### config.mk
export PLATFORM = sky130hd
export DESIGN_NAME = kbd_scan_decoder
export DESIGN_NICKNAME = d
export VERILOG_FILES = /design/src/rtl/kbd_scan_pkg.sv /design/src/rtl/kbd_scan_ctrl.sv /design/src/rtl/kbd_scan_dp.sv /design/src/rtl/kbd_scan_decoder.sv
export SDC_FILE = /design/constraint.sdc
export NUM_CORES = 1
export LEC_CHECK = 0
export CAP_MARGIN = 15
export CELL_PAD_IN_SITES_DETAIL_PLACEMENT = 1
export CELL_PAD_IN_SITES_GLOBAL_PLACEMENT = 2
export CORE_MARGIN = 2
export CORE_UTILIZATION = 20
export DETAILED_ROUTE_END_ITERATION = 16
export PLACE_DENSITY_LB_ADDON = 0.1
export SLEW_MARGIN = 25
export SYNTH_ARGS = -nofsm -noshare
export SYNTH_HDL_FRONTEND = slang
export SYNTH_HIERARCHICAL = 1
export SYNTH_SLANG_ARGS = --single-unit
### constraint.sdc
create_clock -name clk -period 1.47 [get_ports clk]
set_input_delay 0.441 -clock clk [delete_from_list [all_inputs] [get_ports clk]]
set_output_delay 0.441 -clock clk [all_outputs]
set_load 0.1 [all_outputs]
### src/rtl/kbd_scan_pkg.sv
package kbd_scan_pkg;
  // Strobes from the prefix control to the output datapath
  typedef struct packed {
    logic emit;     // final code byte accepted this cycle
    logic extFlag;  // extended prefix was pending
    logic relFlag;  // release prefix was pending
  } ctlStrobe_t;

  typedef enum logic [1:0] {
    PFX_NONE   = 2'b00,
    PFX_EXT    = 2'b01,
    PFX_BRK    = 2'b10,
    PFX_EXTBRK = 2'b11
  } pfxState_t;
endpackage

### src/rtl/kbd_scan_ctrl.sv
module kbd_scan_ctrl
  import kbd_scan_pkg::*;
#(
  parameter int CODE_W = 8,
  parameter logic [CODE_W-1:0] EXT_BYTE = 8'hE0,
  parameter logic [CODE_W-1:0] BRK_BYTE = 8'hF0
) (
  input  logic              clk,
  input  logic              rstN,
  input  logic              byteValid,
  input  logic [CODE_W-1:0] byteData,
  input  logic              clearIn,
  input  logic              rxError,
  output ctlStrobe_t        ctl
);
  pfxState_t pfxState, pfxNext;
  logic extPend, brkPend, isExt, isBrk, dropAll;

  assign extPend = (pfxState == PFX_EXT) || (pfxState == PFX_EXTBRK);
  assign brkPend = (pfxState == PFX_BRK) || (pfxState == PFX_EXTBRK);
  assign isExt   = (byteData == EXT_BYTE);
  assign isBrk   = (byteData == BRK_BYTE);
  assign dropAll = clearIn || rxError;

  always_comb begin
    pfxNext     = pfxState;
    ctl.emit    = 1'b0;
    ctl.extFlag = extPend;
    ctl.relFlag = brkPend;
    if (dropAll) begin
      pfxNext = PFX_NONE;
    end else if (byteValid) begin
      if (isExt) begin
        pfxNext = brkPend ? PFX_EXTBRK : PFX_EXT;
      end else if (isBrk) begin
        pfxNext = extPend ? PFX_EXTBRK : PFX_BRK;
      end else begin
        ctl.emit = 1'b1;
        pfxNext  = PFX_NONE;
      end
    end
  end

  always_ff @(posedge clk) begin
    if (!rstN) pfxState <= PFX_NONE;
    else       pfxState <= pfxNext;
  end
endmodule

### src/rtl/kbd_scan_dp.sv
module kbd_scan_dp
  import kbd_scan_pkg::*;
#(
  parameter int CODE_W = 8
) (
  input  logic              clk,
  input  logic              rstN,
  input  logic [CODE_W-1:0] byteData,
  input  ctlStrobe_t        ctl,
  output logic [CODE_W-1:0] keyCode,
  output logic              keyExt,
  output logic              keyRelease,
  output logic              keyStrobe
);
  always_ff @(posedge clk) begin
    if (!rstN) begin
      keyCode    <= '0;
      keyExt     <= 1'b0;
      keyRelease <= 1'b0;
      keyStrobe  <= 1'b0;
    end else begin
      keyStrobe <= ctl.emit;
      if (ctl.emit) begin
        keyCode    <= byteData;
        keyExt     <= ctl.extFlag;
        keyRelease <= ctl.relFlag;
      end
    end
  end
endmodule

### src/rtl/kbd_scan_decoder.sv
module kbd_scan_decoder
  import kbd_scan_pkg::*;
#(
  parameter int CODE_W = 8,
  parameter logic [CODE_W-1:0] EXT_BYTE = 8'hE0,
  parameter logic [CODE_W-1:0] BRK_BYTE = 8'hF0
) (
  input  logic              clk,
  input  logic              rstN,
  input  logic              byteValid,
  input  logic [CODE_W-1:0] byteData,
  input  logic              clearIn,
  input  logic              rxError,
  output logic [CODE_W-1:0] keyCode,
  output logic              keyExt,
  output logic              keyRelease,
  output logic              keyStrobe
);
  ctlStrobe_t ctl;

  kbd_scan_ctrl #(.CODE_W(CODE_W), .EXT_BYTE(EXT_BYTE), .BRK_BYTE(BRK_BYTE)) ctrl_i (
    .clk(clk), .rstN(rstN), .byteValid(byteValid), .byteData(byteData),
    .clearIn(clearIn), .rxError(rxError), .ctl(ctl)
  );

  kbd_scan_dp #(.CODE_W(CODE_W)) dp_i (
    .clk(clk), .rstN(rstN), .byteData(byteData), .ctl(ctl),
    .keyCode(keyCode), .keyExt(keyExt), .keyRelease(keyRelease), .keyStrobe(keyStrobe)
  );
endmodule

Word level (Yosys, flattened, before mapping)
Index checks and enable logic that the tools add are counted.
{"block": "totals", "latch_bits": 0, "mem_count": 0, "mem_bits_ro": 0, "ramBits": 0, "reg_bits": 13, "word_cells": 23}
{"block": "classes", "eq_ne": 5, "mul": 0, "reduce_logical": 4, "div": 0, "magnitude_cmp": 0, "mux": 8, "add_sub_neg": 0, "shift": 0, "bitwise": 1}
{"operator": "== test 8 bit (second input constant)", "n": 2}
{"operator": "2-to-1 mux 2 bit", "n": 3}
{"operator": "2-to-1 mux 1 bit", "n": 5}
{"operator": "== test 2 bit (second input constant)", "n": 2}
{"operator": "logical OR 1 bit", "n": 3}
{"operator": "== test 2 x 1 -> 1 bit (second input constant)", "n": 1}
{"operator": "OR reduction 2 bit", "n": 1}
{"operator": "inverter 1 bit", "n": 1}

Logic depth before layout (Yosys ltp)
Gate-level depths: netlist (run 1).
{"block": "depth", "ltp_word": 5, "ltp_mapped": 6}

Hierarchy
Netlist (run 1), hierarchy kept.
{"mod": "kbd_scan_dp", "n_inst": 1, "area_per_inst_um2": 405.4, "cells_per_inst": 34}
{"mod": "kbd_scan_ctrl", "n_inst": 1, "area_per_inst_um2": 127.6, "cells_per_inst": 18}

Least setup slack after synthesis (run 1)
No wires, ideal clock.
{"block": "synth_path", "path_type": "input to register", "start": "input port byteData[2]", "end": "register dp_i.keyCode[0]", "t_arrival_ns": 1.447, "path_buffers": 1, "setup_time_ns": 0.120, "stages": 6, "setup_slack_ns": -0.097, "required_time_ns": 1.350, "path_cell_list": "and4bb_2 > a31oi_1 > and2_2 > buf_6 > mux2i_1 > nor2b_1"}
{"element": "start, declared", "line_no": "kbd_scan_decoder.sv:11", "text": "input logic [CODE_W-1:0] byteData,"}
{"element": "end signal, assigned", "line_no": "kbd_scan_dp.sv:24", "text": "keyCode <= byteData;"}
{"element": "end, declared", "line_no": "kbd_scan_dp.sv:10", "text": "output logic [CODE_W-1:0] keyCode,"}

==> run summary, run 1 <==
Crit-path slowest cell = clkdlybuf4s50_1
Tot Pwr = 769.0 uW
clock tree from TritonCTS = built
GRT overflow = 0
die area = 3094 um2
Final min period = 1.378 ns
Post-CTS Setup Repair Bufs = 0
Final GP Congestion = 0.6585
vias in the first global route = 496
WL/cell = 12.03 um
initial antenna violation count = 0
Worst path max stage delay = 0.41 ns
drt first pass iters = 2
hold crit path type = input pin to register
# H-tree levels = 1
number of hold-slack violations in the final timing report = 0
Hold Path Origin = byteData[2]
critical-path cell list = clkdlybuf4s50_1 -> nor2_2 -> and2_4 -> mux2i_1 -> nor2b_1
clock net sink count = 13
max-cap violations = 0
TritonCTS Buffers = 3
critical path required time = 1.64 ns
final setup fails = 0
Internal = 544.9 uW
CP Launch Type = input pin
synthesized area per cell = 10.25 um2
Die W = 55.63 um
synth warn = 6
WP data arrival = 1.55 ns
crit-path max FO = 6
Initial Utilization = 21.32%
Critical Path Sink Type = register
Netlist Area Pre-Place = 533.0 um2
RSZ-0062 raised after global routing = no
CTS Buffer Depth = 2
instance count of the mapped netlist = 52
total track usage = 9.990%
Final Skew = 0.0002501 ns
Max Fclk = 725.5 MHz
critical path startpoint = rxError
Slew Viols, Final = 0
num rows = 18
layout cells sized above 1 = 37.18%
combinational power share = 22.9%
switching share of power = 29.14%
DR DRC count = 0
Clk Latency, worst-skew pair = 0.27 ns
worst r2r src = dp_i/keyCode[5]
worst ir drop on vdd = 0.3580 mV
sequential share of the synthesized area = 48.83%
final worst slack = 0.09156 ns
via count = 446
dpl hpwl = 945 um
period utilization = 93.77%
Synth area leaders = dfxtp_1, mux2i_1, nor2b_1
FF+latch count, synth = 13
fillers = 283
Clock Pin Slew Worst Setup and Hold Paths = 0.08 ns
Seq pwr share = 48.1%
core area = 2500 um2
cell taking the most area after synthesis = dfxtp_1
Leak Pwr = 0.3652 nW
Post-Place Setup Slack = -0.5365 ns
Crit Path Category = input pin to register
status = finished, final reports clean
I/O Buffers = 23
Finished Core Util = 37.54%
Layout Nets = 92
# IOs = 24
area grow syn2layout = 76.06%
pin count of the biggest net entering global routing = 8
first-pass GRT wire length = 2.352 mm
Vias per Instance = 4.130
Routed WL = 1.299 mm
post-synth cell types = 14
# diodes = 0
syn_nets = 65
clock root buffer master = clkbuf_4
PwrDens = 819.4 nW/um2
Max-slew headroom = 87.18%
actual slew at the worst max-slew pin = 0.1916 ns
DRT antenna net count = 0
NetSw = 224.1 uW
DR iter-0 viols = 1
die span in y = 55.63 um
Clk network pwr share = 29.1%
top cell type's share of synthesized area = 48.83%
==> path summary, 6_finish.rpt <==
| kind | endpoint | slack, ns | depth (start not counted) |
|---|---|---|---|
| worst min register to register | dp_i/keyExt | 0.53 | 2 |
| worst max-delay path | dp_i/keyCode[6] | 0.09 | 5 |
| worst max register to register | dp_i/keyCode[5] | 0.82 | 2 |
| worst min-delay path | dp_i/keyCode[2] | 0.45 | 3 |
==> critical path: cells and delay by family <==
family	cells	cell delay (ns)
AND/OR/NAND/NOR	3	0.48
buffers and inverters	1	0.41
multiplexers	1	0.21
==> power by group through the flow <==
| stage | sequential (mW) | combinational (mW) | clock [mW] |
|---|---|---|---|
| finish | 0.370 | 0.176 | 0.223 |
| global route | 0.371 | 0.187 | 0.258 |
| CTS | 0.370 | 0.180 | 0.242 |
| detailed placement | 0.378 | 0.182 | 0 |
| global placement | 0.378 | 0.182 | 0 |
| floorplan | 0.433 | 0.0408 | 0 |
==> state kept, by name (all words and copies together), names as in the netlist <==
signal	cells
dp_i/keyStrobe	1
dp_i/keyRelease	1
dp_i/keyExt	1
dp_i/keyCode	8
ctrl_i/pfxState	2
==> metal layers <==
layer | routed length (um) | track usage (%) | up-vias
met1 | 596 | 13.84 | 207
met3 | 85 | 3.023 | 2
met2 | 601 | 13.78 | 14
met4 | 15 | 5.226 | 0
li1 | - | - | 223
met5 | 0 | 0 | -
==> cell families after synthesis <==
logic type	after synthesis	share of synthesized area [%]
AO/OA/AOI/OAI	3	3.052
flip-flops	13	48.83
AND/OR/NAND/NOR	18	20.89
multiplexers	10	18.78
buffers and inverters	8	8.450
==> cell usage after synthesis (all sizes together) <==
| master | number |
|---|---|
| dfxtp | 13 |
| mux2i | 10 |
| nor2b | 10 |
| buf | 3 |
| clkbuf | 3 |
| a21oi | 2 |
| and2 | 2 |
| inv | 2 |
| nor2 | 2 |
| nor3 | 2 |
| a31oi | 1 |
| and4bb | 1 |
| nand2 | 1 |
==> through the flow <==
stage	cells	cell area [um2]	hold slack [ns]	TNS [ns]
floorplan	52	553.0	0.4815	-0.02749
global placement	103	919.6	0.5133	-5.843
detailed placement	103	919.6	0.5186	-5.952
CTS	108	948.4	0.5364	0
global route	108	938.4	0.4707	0
finish	108	938.4	0.4533	0
==> timing repair <==
item / in CTS / in global routing
hold buffers: 0 / 0
setup endpoints to repair: 11 / 9
pin swaps: 2 / 2
resized for setup: 9 / 10
cloned: 1 / 0
==> area by class of cell <==
| class | count | area, um2 | area share [%] |
|---|---|---|---|
| Timing Repair Buffer | 27 | 349.1 | 37.20 |
| Inverter | 2 | 7.507 | 0.8000 |
| Tap cell | 30 | 37.54 | 4.000 |
| Clock buffer | 4 | 26.28 | 2.800 |
| Multi-Input combinational cell | 32 | 257.7 | 27.47 |
| Sequential cell | 13 | 260.3 | 27.73 |
==> cell usage in the layout, fill, tap and decap left out <==
cell	instances
inv_1	2
dlymetal6s2s_1	1
nor2_2	2
and2_4	2
nand2_1	1
a21oi_1	2
mux2i_1	10
dlygate4sd2_1	3
dfxtp_1	13
and4bb_2	1
nor3_1	2
buf_12	11
clkbuf_2	4
buf_4	4
clkbuf_1	1
clkbuf_4	3
nor2b_1	10
a31oi_4	1
and2_2	1
clkdlybuf4s50_1	4
(Power assumes the default switching activity.)
==> inputs of run 2 (changes only) <==
--- a/config.mk
+++ b/config.mk
@@ -10,10 +10,13 @@
 export CELL_PAD_IN_SITES_GLOBAL_PLACEMENT = 2
 export CORE_MARGIN = 2
 export CORE_UTILIZATION = 20
+export CTS_BUF_LIST = sky130_fd_sc_hd__clkbuf_16
 export DETAILED_ROUTE_END_ITERATION = 16
+export HOLD_SLACK_MARGIN = 0.1
 export PLACE_DENSITY_LB_ADDON = 0.1
 export SLEW_MARGIN = 25
 export SYNTH_ARGS = -nofsm -noshare
 export SYNTH_HDL_FRONTEND = slang
 export SYNTH_HIERARCHICAL = 1
 export SYNTH_SLANG_ARGS = --single-unit
+export TNS_END_PERCENT = 10
==> run summary, run 2 (same netlist as run 1, synthesis figures left out) <==
status = finished, final reports clean
Final min period = 1.367 ns
Die W = 55.63 um
Layout Nets = 92
RSZ-0062 raised after global routing = no
max reg flops = 8
PwrDens = 1053 nW/um2
num rows = 18
DRT antenna net count = 0
crit-path max FO = 6
Routed WL = 1.218 mm
# H-tree levels = 1
Top Registers = dp_i/keyCode x8, ctrl_i/pfxState x2
initial antenna violation count = 0
max-cap violations = 0
vias in the first global route = 494
via count = 442
CTS Buffer Depth = 2
DR DRC count = 0
met2 Use GR = 12.93%
clock tree from TritonCTS = built
Final GP Congestion = 0.6585
NetSw = 251.0 uW
Hold Buf Count CTS = 0
die span in y = 55.63 um
TritonCTS Buffers = 3
final setup fails = 0
pin count of the biggest net entering global routing = 8
DR iter-0 viols = 1
Final Skew = 0.0004828 ns
Crit-path slowest cell = clkdlybuf4s50_1
Worst path max stage delay = 0.44 ns
# diodes = 0
dpl hpwl = 945 um
Initial Utilization = 21.32%
# IOs = 24
Seq pwr share = 35.3%
critical path required time = 1.60 ns
WL/cell = 11.28 um
clock root buffer master = clkbuf_16
Internal = 800.2 uW
Vias per Instance = 4.093
Finished Core Util = 39.94%
Leak Pwr = 0.4025 nW
most common cell after layout, fill and taps aside = dfxtp_1
GRT overflow = 0
GRT busiest layer = met1
Post-Place Setup Slack = -0.5365 ns
period utilization = 92.98%
Max-slew headroom = 87.08%
Max Fclk = 731.6 MHz
drt first pass iters = 2
hold crit path type = input pin to register
combinational power share = 16.7%
Clk network pwr share = 47.9%
Clk Latency, worst-skew pair = 0.24 ns
Fin Setup TNS = 0 ns
number of hold-slack violations in the final timing report = 0
die area = 3094 um2
Critical Path Sink Type = register
Post-CTS Setup Repair Bufs = 0
final worst slack = 0.1031 ns
worst ir drop on vdd = 0.3976 mV
clock net sink count = 13
total track usage = 9.699%
most frequent cells in the layout = dfxtp_1, buf_12, mux2i_1, nor2b_1
core area = 2500 um2
met1 usage = 13.69%
CP Launch Type = input pin
Clock Pin Slew Worst Setup and Hold Paths = 0.04 ns
Crit Path Category = input pin to register
Slew Viols, Final = 0
Reg with most FFs = dp_i/keyCode
actual slew at the worst max-slew pin = 0.1931 ns
GR met3 Demand/Resource = 3.023%
area grow syn2layout = 87.32%
I/O Buffers = 23
WP data arrival = 1.50 ns
switching share of power = 23.88%
first-pass GRT wire length = 2.318 mm
critical-path cell list = clkdlybuf4s50_1 -> nor2_4 -> and2_4 -> mux2i_1 -> nor2b_1
layout cells sized above 1 = 37.18%
[run 2: cell types whose count changed in the layout (fill, tap and decap cells not counted), sizes merged]
cell           delta
dlymetal6s2s      +1
clkdlybuf4s50     -1
clkbuf            -1
inv               +1
[run 2: through the flow]
step | instance area [um2] | std cells | power (mW) | hold slack [ns]
final | 998.5 | 108 | 1.051 | 0.4858
after floorplan | 553.0 | 52 | 0.4737 | 0.4815
after detailed placement | 919.6 | 103 | 0.5600 | 0.5186
after global placement | 919.6 | 103 | 0.5599 | 0.5133
after global routing | 998.5 | 108 | 1.107 | 0.5118
after CTS | 1005 | 108 | 1.072 | 0.5256
[run 2: cell type report]
class / instances / area, um2
Sequential cell: 13 / 260.3
Clock inverter: 1 / 3.754
Clock buffer: 3 / 75.07
Multi-Input combinational cell: 32 / 262.8
Tap cell: 30 / 37.54
Timing Repair Buffer: 27 / 351.6
Inverter: 2 / 7.507
Fill cell: 275 / 1501
[run 2: critical path: cells and delay by family]
family	cells	cell delay, ns
buffers and inverters	1	0.44
multiplexers	1	0.21
AND/OR/NAND/NOR	3	0.40
[run 2: timing repair]
item,CTS,global route
gates resized for setup,12,9
cloned,1,0
setup endpoints to repair,11,10
pin swaps,2,4
[run 2: metal layers]
metal / routed length [um] / vias up
met5: 0 / -
met4: 11 / 0
met3: 81 / 2
met2: 520 / 14
met1: 604 / 203
li1: - / 223
[run 2: path summary, 6_finish.rpt]
path,startpoint,end,slack (ns),depth (start not counted)
worst max-delay path,rxError,dp_i/keyCode[6],0.10,5
worst max register to register,dp_i/keyCode[6],dp_i/keyCode[6],0.82,2
worst min register to register,ctrl_i/pfxState[0],dp_i/keyExt,0.52,2
worst min-delay path,byteData[2],dp_i/keyCode[2],0.49,3
[run 2: power groups by stage]
stage | Combinational [mW] | Clock (mW) | Sequential [mW]
after floorplan | 0.0408 | 0 | 0.433
after global placement | 0.182 | 0 | 0.378
after detailed placement | 0.182 | 0 | 0.378
after CTS | 0.179 | 0.521 | 0.372
after global routing | 0.187 | 0.548 | 0.372
final | 0.176 | 0.504 | 0.371
==> inputs of run 3 (changes only) <==
--- a/config.mk
+++ b/config.mk
@@ -8,6 +8,7 @@
 export CAP_MARGIN = 15
 export CELL_PAD_IN_SITES_DETAIL_PLACEMENT = 1
 export CELL_PAD_IN_SITES_GLOBAL_PLACEMENT = 2
+export CORE_ASPECT_RATIO = 2
 export CORE_MARGIN = 2
 export CORE_UTILIZATION = 20
 export CTS_BUF_LIST = sky130_fd_sc_hd__clkbuf_16
==> run summary, run 3 (same netlist as run 1, synthesis figures left out) <==
drt first pass iters = 4
clock tree from TritonCTS = built
CP Buf/Inv Count = 1
CTS Buffer Depth = 2
NetSw = 253.0 uW
via count = 437
Fin Setup TNS = 0 ns
GRT overflow = 0
WL/cell = 12.77 um
Critical Path Sink Type = register
WP data arrival = 1.51 ns
crit-path max FO = 6
final setup fails = 0
hold crit path type = input pin to register
status = finished, final reports clean
Max Fclk = 724.7 MHz
Routed WL = 1.341 mm
Top Registers = dp_i/keyCode x8, ctrl_i/pfxState x2
critical-path cell list = clkdlybuf4s50_1 -> nor2_2 -> and2_4 -> mux2i_1 -> nor2b_1
TritonCTS Buffers = 3
die span in y = 77.01 um
# IOs = 24
period utilization = 93.87%
dpl hpwl = 1.003 mm
most frequent cells in the layout = dfxtp_1, buf_12, mux2i_1, nor2b_1
Hold Path Origin = byteData[5]
Final GP Congestion = 0.6452
non-filler cells, final = 105
hold endpoint = dp_i/keyCode[5]
delay-heaviest family, CP = simple AND/OR/NAND/NOR gates
Initial Utilization = 21.01%
actual slew at the worst max-slew pin = 0.1376 ns
Leak Pwr = 0.3862 nW
core area = 2537 um2
Reg2Reg Capture Point = dp_i/keyCode[0]
worst hold slack = 0.4835 ns
first-pass GRT wire length = 2.228 mm
switching share of power = 24.02%
Slew Viols, Final = 0
Worst path depth = 5
Crit Path Category = input pin to register
vias in the first global route = 461
worst r2r src = dp_i/keyCode[0]
Clock Pin Slew Worst Setup and Hold Paths = 0.05 ns
PwrDens = 1074 nW/um2
Clk network pwr share = 48.2%
Post-Place Cells = 100
Internal = 800.4 uW
max-cap violations = 0
R2R Setup Slk = 0.82 ns
Crit-path slowest cell = clkdlybuf4s50_1
combinational power share = 16.5%
worst ir drop on vdd = 0.6558 mV
die area = 3119 um2
Worst path max stage delay = 0.41 ns
layout cells sized above 1 = 38.96%
most common cell after layout, fill and taps aside = dfxtp_1
worst reg2reg path depth = 2
critical path startpoint = rxError
Vias per Instance = 4.162
num rows = 26
number of hold-slack violations in the final timing report = 0
clock root buffer master = clkbuf_16
DRT antenna net count = 0
clock net sink count = 13
# H-tree levels = 1
Layout Nets = 91
initial antenna violation count = 0
pin count of the biggest net entering global routing = 12
# diodes = 0
Reg with most FFs = dp_i/keyCode
Die W = 40.51 um
DR iter-0 viols = 4
Clk Latency, worst-skew pair = 0.24 ns
Final min period = 1.380 ns
Final Skew = 0.0003469 ns
CP Launch Type = input pin
DR DRC count = 0
Max-slew headroom = 90.56%
I/O Buffers = 23
total track usage = 10.34%
hold depth = 3
Tot Pwr = 1.053 mW
max reg flops = 8
Seq pwr share = 35.3%
critical path required time = 1.60 ns
area grow syn2layout = 84.04%
[run 3: worst max path at each step]
stage / slack [ns] / to
detailed placement: -0.54 / dp_i/keyCode[2]
global route: -0.02 / dp_i/keyCode[0]
CTS: 0.001 / dp_i/keyCode[2]
global placement: -0.52 / dp_i/keyCode[1]
floorplan: -0.003 / dp_i/keyCode[0]
finish: 0.09 / dp_i/keyCode[2]
[run 3: area by class of cell]
cell class,count,area (um2)
clock buffers,3,75.07
inverters,2,7.507
well taps,28,35.03
clock inverters,1,5.005
flip-flops and latches,13,260.3
fillers,293,1556
multi-input cells,32,257.7
repair buffers,26,340.3
[run 3: worst reg2reg max path, stage by stage (launching register included)]
cell and delay (ns):
dfxtp_1 0.39, mux2i_1 0.09, nor2b_1 0.11
[run 3: timing repair]
item                       4_1_cts  5_1_grt
setup buffers                    0        0
setup endpoints to repair       11        9
gates resized for setup         15        6
hold buffers                     0        0
pin swaps                        2        4
cloned                           1        0
[run 3: stage by stage]
stage	setup slack (ns)	util [%]	area (um2)
finish	0.09011	38.66	980.9
global route	-0.01987	38.66	980.9
CTS	0.001090	39.25	996.0
detailed placement	-0.5431	35.85	909.6
global placement	-0.5186	35.85	909.6
floorplan	-0.003055	-	553.0
[run 3: layer usage]
layer	routed length, um	global-route usage [%]	up-vias
met1	509	12.41	200
li1	-	-	219
met5	0	0	-
met3	92	2.023	2
met2	730	15.87	16
met4	9	6.000	0
[run 3: power groups by stage]
stage	Combinational, mW	Sequential (mW)	Clock, mW
6_report	0.173	0.372	0.508
3_5_place_dp	0.180	0.378	0
4_1_cts	0.178	0.372	0.529
2_1_floorplan	0.0408	0.433	0
3_3_place_gp	0.180	0.378	0
5_1_grt	0.182	0.372	0.550
